===== src/rtl/picif_pkg.sv =====
package picif_pkg;
    localparam int BYTE_W = 8;
    localparam int LINES  = 8;
    localparam int LINE_W = $clog2(LINES);

    typedef enum logic [1:0] {
        INIT_IDLE = 2'd0,
        INIT_W2   = 2'd1,
        INIT_W3   = 2'd2,
        INIT_W4   = 2'd3
    } init_st_e;

    typedef struct packed {
        init_st_e          st;
        logic              icw4;
        logic              single;
        logic [BYTE_W-1:0] vbase;
        logic              nested;
        logic              aeoi;
        logic              drop;
        logic [BYTE_W-1:0] mask;
    } init_s_t;

    typedef struct packed {
        logic              rsel;
        logic              smask;
        logic              poll;
        logic              rot;
        logic [LINES-1:0]  isr_clr;
        logic              prio_set;
        logic [LINE_W-1:0] prio_base;
        logic              pack;
        logic [LINE_W-1:0] pack_line;
    } ocw_s_t;
endpackage


===== src/rtl/picif_init_seq.sv =====
module picif_init_seq
    import picif_pkg::*;
(
    input  logic              clk,
    input  logic              rst_n,
    input  logic              wr_i,
    input  logic              a0_i,
    input  logic [BYTE_W-1:0] wdata_i,
    output logic              busy_o,
    output logic              drop_o,
    output logic              single_o,
    output logic [BYTE_W-1:0] vbase_o,
    output logic              nested_o,
    output logic              aeoi_o,
    output logic [BYTE_W-1:0] mask_o
);
    localparam logic [BYTE_W-1:0] BASE_MASK = ~BYTE_W'(LINES - 1);

    init_s_t s_d, s_q;
    logic    start;

    always_comb begin
        s_d      = s_q;
        s_d.drop = 1'b0;
        start    = wr_i && !a0_i && wdata_i[4];
        if (start) begin
            s_d.st     = INIT_W2;
            s_d.icw4   = wdata_i[0];
            s_d.single = wdata_i[1];
            s_d.nested = 1'b0;
            s_d.aeoi   = 1'b0;
            s_d.drop   = 1'b1;
        end else if (wr_i && a0_i) begin
            case (s_q.st)
                INIT_IDLE: s_d.mask = wdata_i;
                INIT_W2: begin
                    s_d.vbase = wdata_i & BASE_MASK;
                    s_d.st    = (s_q.single && s_q.icw4) ? INIT_W4 : INIT_W3;
                end
                INIT_W3: s_d.st = s_q.icw4 ? INIT_W4 : INIT_IDLE;
                INIT_W4: begin
                    s_d.nested = wdata_i[4];
                    s_d.aeoi   = wdata_i[1];
                    s_d.st     = INIT_IDLE;
                end
                default: s_d.st = INIT_IDLE;
            endcase
        end
    end

    always_ff @(posedge clk or negedge rst_n) begin
        if (!rst_n) s_q <= '0;
        else        s_q <= s_d;
    end

    assign busy_o   = (s_q.st != INIT_IDLE);
    assign drop_o   = s_q.drop;
    assign single_o = s_q.single;
    assign vbase_o  = s_q.vbase;
    assign nested_o = s_q.nested;
    assign aeoi_o   = s_q.aeoi;
    assign mask_o   = s_q.mask;


    icw1_start_chk: assert property (@(posedge clk) disable iff (!rst_n)
        (wr_i && !a0_i && wdata_i[4]) |=> (drop_o && busy_o));

    init_mask_hold_chk: assert property (@(posedge clk) disable iff (!rst_n)
        (busy_o && wr_i && a0_i) |=> $stable(mask_o));

    drop_pulse_chk: assert property (@(posedge clk) disable iff (!rst_n)
        drop_o |-> $past(wr_i && !a0_i && wdata_i[4]));
endmodule


===== src/rtl/picif_ocw_dec.sv =====
module picif_ocw_dec
    import picif_pkg::*;
(
    input  logic              clk,
    input  logic              rst_n,
    input  logic              wr_i,
    input  logic              rd_i,
    input  logic              a0_i,
    input  logic [BYTE_W-1:0] wdata_i,
    input  logic              top_vld_i,
    input  logic [LINE_W-1:0] top_line_i,
    input  logic              poll_vld_i,
    input  logic [LINE_W-1:0] poll_line_i,
    output logic              rsel_o,
    output logic              smask_o,
    output logic              poll_pend_o,
    output logic              rot_o,
    output logic [LINES-1:0]  isr_clr_o,
    output logic              prio_set_o,
    output logic [LINE_W-1:0] prio_base_o,
    output logic              pack_o,
    output logic [LINE_W-1:0] pack_line_o
);
    ocw_s_t            s_d, s_q;
    logic [2:0]        code;
    logic [LINE_W-1:0] spec_line;

    assign code      = wdata_i[7:5];
    assign spec_line = wdata_i[LINE_W-1:0];

    always_comb begin
        s_d          = s_q;
        s_d.isr_clr  = '0;
        s_d.prio_set = 1'b0;
        s_d.pack     = 1'b0;
        if (rd_i && !a0_i && s_q.poll) begin
            s_d.poll = 1'b0;
            if (poll_vld_i) begin
                s_d.pack      = 1'b1;
                s_d.pack_line = poll_line_i;
            end
        end
        if (wr_i && !a0_i && !wdata_i[4]) begin
            if (wdata_i[3]) begin
                if (wdata_i[2]) s_d.poll  = 1'b1;
                if (wdata_i[1]) s_d.rsel  = wdata_i[0];
                if (wdata_i[6]) s_d.smask = wdata_i[5];
            end else begin
                case (code)
                    3'd0, 3'd4: s_d.rot = code[2];
                    3'd1, 3'd5: begin
                        if (top_vld_i) begin
                            s_d.isr_clr = LINES'(1) << top_line_i;
                            if (code[2]) begin
                                s_d.prio_set  = 1'b1;
                                s_d.prio_base = top_line_i + 1'b1;
                            end
                        end
                    end
                    3'd3: s_d.isr_clr = LINES'(1) << spec_line;
                    3'd6: begin
                        s_d.prio_set  = 1'b1;
                        s_d.prio_base = spec_line + 1'b1;
                    end
                    3'd7: begin
                        s_d.isr_clr   = LINES'(1) << spec_line;
                        s_d.prio_set  = 1'b1;
                        s_d.prio_base = spec_line + 1'b1;
                    end
                    default: ;
                endcase
            end
        end
    end

    always_ff @(posedge clk or negedge rst_n) begin
        if (!rst_n) s_q <= '0;
        else        s_q <= s_d;
    end

    assign rsel_o      = s_q.rsel;
    assign smask_o     = s_q.smask;
    assign poll_pend_o = s_q.poll;
    assign rot_o       = s_q.rot;
    assign isr_clr_o   = s_q.isr_clr;
    assign prio_set_o  = s_q.prio_set;
    assign prio_base_o = s_q.prio_base;
    assign pack_o      = s_q.pack;
    assign pack_line_o = s_q.pack_line;


    clr_onehot_chk: assert property (@(posedge clk) disable iff (!rst_n)
        $onehot0(isr_clr_o));

    prio_set_src_chk: assert property (@(posedge clk) disable iff (!rst_n)
        prio_set_o |-> $past(wr_i && !a0_i && !wdata_i[4] && !wdata_i[3]));

    base_hold_chk: assert property (@(posedge clk) disable iff (!rst_n)
        !prio_set_o |-> $stable(prio_base_o));

    poll_ack_src_chk: assert property (@(posedge clk) disable iff (!rst_n)
        pack_o |-> $past(rd_i && !a0_i && poll_pend_o));
endmodule


===== src/rtl/picif_rd_mux.sv =====
module picif_rd_mux
    import picif_pkg::*;
(
    input  logic              a0_i,
    input  logic              poll_pend_i,
    input  logic              poll_vld_i,
    input  logic [LINE_W-1:0] poll_line_i,
    input  logic              rsel_i,
    input  logic [BYTE_W-1:0] irr_i,
    input  logic [BYTE_W-1:0] isr_i,
    input  logic [BYTE_W-1:0] mask_i,
    output logic [BYTE_W-1:0] rdata_o
);
    always_comb begin
        if (a0_i) begin
            rdata_o = mask_i;
        end else if (poll_pend_i) begin
            rdata_o = '0;
            if (poll_vld_i) begin
                rdata_o[BYTE_W-1]   = 1'b1;
                rdata_o[LINE_W-1:0] = poll_line_i;
            end
        end else begin
            rdata_o = rsel_i ? isr_i : irr_i;
        end
    end
endmodule


===== src/rtl/picif_cmd_regs.sv =====
module picif_cmd_regs
    import picif_pkg::*;
(
    input  logic              clk,
    input  logic              rst_n,
    input  logic              bus_wr,
    input  logic              bus_rd,
    input  logic              bus_a0,
    input  logic [7:0]        bus_wdata,
    output logic [7:0]        bus_rdata,
    input  logic [7:0]        core_irr,
    input  logic [7:0]        core_isr,
    input  logic              top_isr_vld,
    input  logic [2:0]        top_isr_line,
    input  logic              poll_vld,
    input  logic [2:0]        poll_line,
    output logic [7:0]        mask_o,
    output logic [7:0]        vec_base_o,
    output logic              single_o,
    output logic              nested_o,
    output logic              auto_eoi_o,
    output logic              rot_aeoi_o,
    output logic              smask_o,
    output logic              init_busy_o,
    output logic              irq_drop_o,
    output logic [7:0]        isr_clr_o,
    output logic              prio_set_o,
    output logic [2:0]        prio_base_o,
    output logic              poll_ack_o,
    output logic [2:0]        poll_ack_line_o
);
    logic rsel_w;
    logic poll_pend_w;

    picif_init_seq u_init (
        .clk      (clk),
        .rst_n    (rst_n),
        .wr_i     (bus_wr),
        .a0_i     (bus_a0),
        .wdata_i  (bus_wdata),
        .busy_o   (init_busy_o),
        .drop_o   (irq_drop_o),
        .single_o (single_o),
        .vbase_o  (vec_base_o),
        .nested_o (nested_o),
        .aeoi_o   (auto_eoi_o),
        .mask_o   (mask_o)
    );

    picif_ocw_dec u_ocw (
        .clk         (clk),
        .rst_n       (rst_n),
        .wr_i        (bus_wr),
        .rd_i        (bus_rd),
        .a0_i        (bus_a0),
        .wdata_i     (bus_wdata),
        .top_vld_i   (top_isr_vld),
        .top_line_i  (top_isr_line),
        .poll_vld_i  (poll_vld),
        .poll_line_i (poll_line),
        .rsel_o      (rsel_w),
        .smask_o     (smask_o),
        .poll_pend_o (poll_pend_w),
        .rot_o       (rot_aeoi_o),
        .isr_clr_o   (isr_clr_o),
        .prio_set_o  (prio_set_o),
        .prio_base_o (prio_base_o),
        .pack_o      (poll_ack_o),
        .pack_line_o (poll_ack_line_o)
    );

    picif_rd_mux u_rd (
        .a0_i        (bus_a0),
        .poll_pend_i (poll_pend_w),
        .poll_vld_i  (poll_vld),
        .poll_line_i (poll_line),
        .rsel_i      (rsel_w),
        .irr_i       (core_irr),
        .isr_i       (core_isr),
        .mask_i      (mask_o),
        .rdata_o     (bus_rdata)
    );
endmodule


===== config.mk =====
export PLATFORM = sky130hd
export DESIGN_NAME = picif_cmd_regs
export DESIGN_NICKNAME = d
export VERILOG_FILES = /design/src/rtl/picif_pkg.sv /design/src/rtl/picif_init_seq.sv /design/src/rtl/picif_ocw_dec.sv /design/src/rtl/picif_rd_mux.sv /design/src/rtl/picif_cmd_regs.sv
export SDC_FILE = /design/constraint.sdc
export NUM_CORES = 1
export LEC_CHECK = 0
export ABC_AREA = 1
export CAP_MARGIN = 20
export CORE_ASPECT_RATIO = 1.25
export CORE_MARGIN = 2
export CORE_UTILIZATION = 45
export CTS_CLUSTER_DIAMETER = 100
export DETAILED_ROUTE_END_ITERATION = 10
export GPL_ROUTABILITY_DRIVEN = 1
export HOLD_SLACK_MARGIN = 0.06
export MAX_ROUTING_LAYER = met4
export PLACE_DENSITY = 0.89
export SETUP_SLACK_MARGIN = 0.02
export SYNTH_ARGS = -nofsm -noshare
export SYNTH_HDL_FRONTEND = slang
export SYNTH_SLANG_ARGS = --single-unit

===== constraint.sdc =====
create_clock -name clk -period 1.7 [get_ports clk]
set_clock_uncertainty 0.2 [all_clocks]
set_input_delay 0.34 -clock clk [delete_from_list [all_inputs] [get_ports clk]]
set_output_delay 0.34 -clock clk [all_outputs]
set_load 0.1 [all_outputs]

==> summary.txt <==
Setup path
  – Critical Path Source: u_ocw.poll_pend_o
  – Reg2reg path depth: 7
  – R2R Path Start: u_init.s_q[21]
  – Worst path max stage delay: 0.44 ns
  – Worst path cell trace: nor2_4 -> o21ai_2 -> o211ai_1 -> buf_12
  – Setup crit start kind: flop
  – Critical path class: flop to output pin
  – Worst reg-to-reg setup slack: approximately 0.060 ns
  – Crit path DAT: 1.57 ns
  – Critical Path Slowest Stage Cell: dfrtp_1
  – Crit path max-delay family: flip-flops
  – Req. time, crit path: approximately 1.2 ns
  – WP buf/inv: 1
  – CP max FO: 6
  – Worst path depth: 4
  – Reg2reg end: u_init.s_q[21]
  – Worst setup EP type: output pin
  – Crit path to: bus_rdata[1]

Pwr
  – VDD IR max: 0.890 mV
  – Pwr dens: 1610 nW/um^2
  – Pleak: around 1.9 nW

STA
  – Setup TNS: -2.77 ns
  – Final slew viol count: 0
  – Final worst slack: -0.407 ns
  – Final hold viol count: 0
  – Final min period: 2.11 ns
  – Peak Freq: around 470 MHz
  – Final Cycle Share: 124%
  – RSZ-0062 raised after global routing: yes
  – # setup viols final: 9

Worst hold path
  – Hold crit path type: primary input to async pin

Floorplan
  – Die area: around 5700 sq um
  – # IOs: 84
  – DIE WIDTH: ~68 um
  – Std cell rows: 29
  – Vert. Die Dim: between 80 and 90 um
  – Starting Density: between 40% and 50%
  – Core region area: between 5000 and 6000 sq um

Yosys
  – Mapped Cells: 280
  – Largest area contributor in the netlist: dfrtp_1
  – Synth warnings: 0
  – Synth Area per Inst: 8.27 sq um
  – Sequential area share after synthesis: 43.2%
  – Mapped cell area: 2320 sq um
  – Register bit total from synthesis: 40
  – Ranking of synthesized cells by area: dfrtp_1 (43%), nand2_1 (13%), ha_1 (8.6%)
  – Synth unique cells: 23
  – Top-area cell type share of the netlist area: between 40% and 50%

Final layout
  – Final core occ: 81.0%
  – Ant. Diodes: 0
  – P&R area growth vs syn: 75.1%
  – Share of post-route cells with drive strength above 1: 36.6%
  – Nets: between 400 and 500
  – Final Non-Filler Cells: about 460

Detailed routing
  – Routed wire length: 7880 um
  – Routed WL per cell: between 15 and 20 um
  – DRC: 0
  – Final antenna-violating net count: 0
  – 1st-pass router iterations: 4
  – Drt initial violations: around 150
  – Via count: around 2,400
  – DR vias/cell: between 5 and 6

Place
  – Placed cell count: 436
  – Setup WS pre-CTS: -0.467 ns
  – Placer Congestion: about 0.86
  – DP Wirelength: 5530 um
  – IO Port Bufs: 80

Global routing
  – First-pass GRT wire length: 12,000 um
  – Vias in the first global route: around 2,500
  – Initial antenna violation count: 0
  – GRT Util Overall: ~29%
  – Grt total ovfl: 0
  – Largest net degree at the start of global routing: 22

Clock tree
  – Clock Latency Late Sink: 0.29 ns
  – Sink Count: 40
  – CTS buffer count: 5
  – H-tree lvl count: 2
  – Clk buf depth: 2
  – Worst-path clk slew: approximately 0.080 ns
  – Root Buffer: clkbuf_8
  – TritonCTS clock tree: built

Run status
  – Status: finished with violations
  – Failing checks: negative setup slack

Job
  – Max-cap violations: 0
layout by cell type (no fill, tap or decap), drive strengths merged:
| master | synthesis | layout |
|---|---|---|
| buf | 22 | 92 |
| nand2 | 85 | 85 |
| dfrtp | 40 | 40 |
| clkdlybuf4s50 | 0 | 34 |
| o21ai | 33 | 33 |
| inv | 25 | 24 |
| nand3 | 22 | 22 |
| nor2 | 19 | 19 |
| ha | 16 | 16 |
| a21oi | 9 | 9 |
| clkbuf | 0 | 6 |
| o211ai | 3 | 3 |
| conb | 1 | 3 |
| nand4 | 2 | 2 |
| clkinv | 0 | 2 |
| nor3 | 1 | 1 |
| clkinvlp | 0 | 1 |
| nand3b | 1 | 1 |
| or2 | 1 | 1 |
| dlygate4sd3 | 0 | 1 |
| dlygate4sd2 | 0 | 1 |
worst min path at each step:
stage | slack, ns | depth (start not counted) | end
floorplan | -0.16 | 0 | u_init.aeoi_o
global placement | 0.11 | 1 | u_ocw.isr_clr_o[4]
detailed placement | 0.12 | 1 | u_ocw.isr_clr_o[4]
CTS | 0.34 | 2 | u_ocw.isr_clr_o[4]
global route | 0.36 | 2 | u_ocw.pack_line_o[1]
finish | 0.34 | 2 | u_ocw.isr_clr_o[7]
power breakdown:
group          switching, mW  internal, mW
registers              0.328          1.18
clock network          0.336         0.324
logic                   2.79          1.56
per-stage QoR:
step | hold WS (ns) | power [mW] | cell area [sq um]
floorplan | -0.156 | 4.17 | 2400
global placement | 0.107 | 5.49 | 3790
detailed placement | 0.117 | 5.58 | 3790
CTS | 0.337 | 6.37 | 3990
global route | 0.356 | 6.73 | 4060
finish | 0.342 | 6.52 | 4060
cells in the mapped netlist, drive strengths merged:
library cell   n
a21oi          9
buf           22
conb           1
dfrtp         40
ha            16
inv           25
nand2         85
nand3         22
nand3b         1
nand4          2
nor2          19
nor3           1
o211ai         3
o21ai         33
or2            1
state kept, by name, indices dropped and copies added, names as in the netlist, 3 cells and up:
| name | flops |
|---|---|
| u_ocw.pack_line_o | 3 |
| u_ocw.isr_clr_o | 8 |
| u_ocw.prio_base_o | 3 |
| u_init.s_q | 3 |
| u_init.vbase_o | 5 |
| u_init.mask_o | 8 |
final cells by class:
class	count	area, sq um
Fill cell	258	952
Inverter	25	100
Clock buffer	6	82.6
Multi-Input combinational cell	195	1160
Clock inverter	2	10.0
Sequential cell	40	1000
Timing Repair Buffer	128	1620
Tap cell	62	77.6
cell families after synthesis:
logic type,Yosys count,share of synthesized area (%)
DFF,40,43.2
other,1,0.162
buffers and inverters,47,11.6
AOI/OAI and AO/OA,45,10.0
adders and majority gates,16,8.64
and+or+nand+nor,131,26.4
metal layers:
metal,global-route usage [%],vias up,part of all wire (%)
met3,5.50,24,6.2
met5,-,-,0
li1,-,1111,-
met2,47.8,121,54
met1,31.6,1193,36
met4,14.5,0,3.7
what timing repair did:
item / 4_1_cts / 5_1_grt
gates resized for setup: 20 / 6
endpoints found under the setup margin: 16 / 10
buffers inserted: 7 / 6
hold buffers: 1 / 0
pin swaps: 5 / 6
endpoints found under the hold margin: 19 / 0
cloned: 0 / 0
Power figures use the tool's default switching activity.
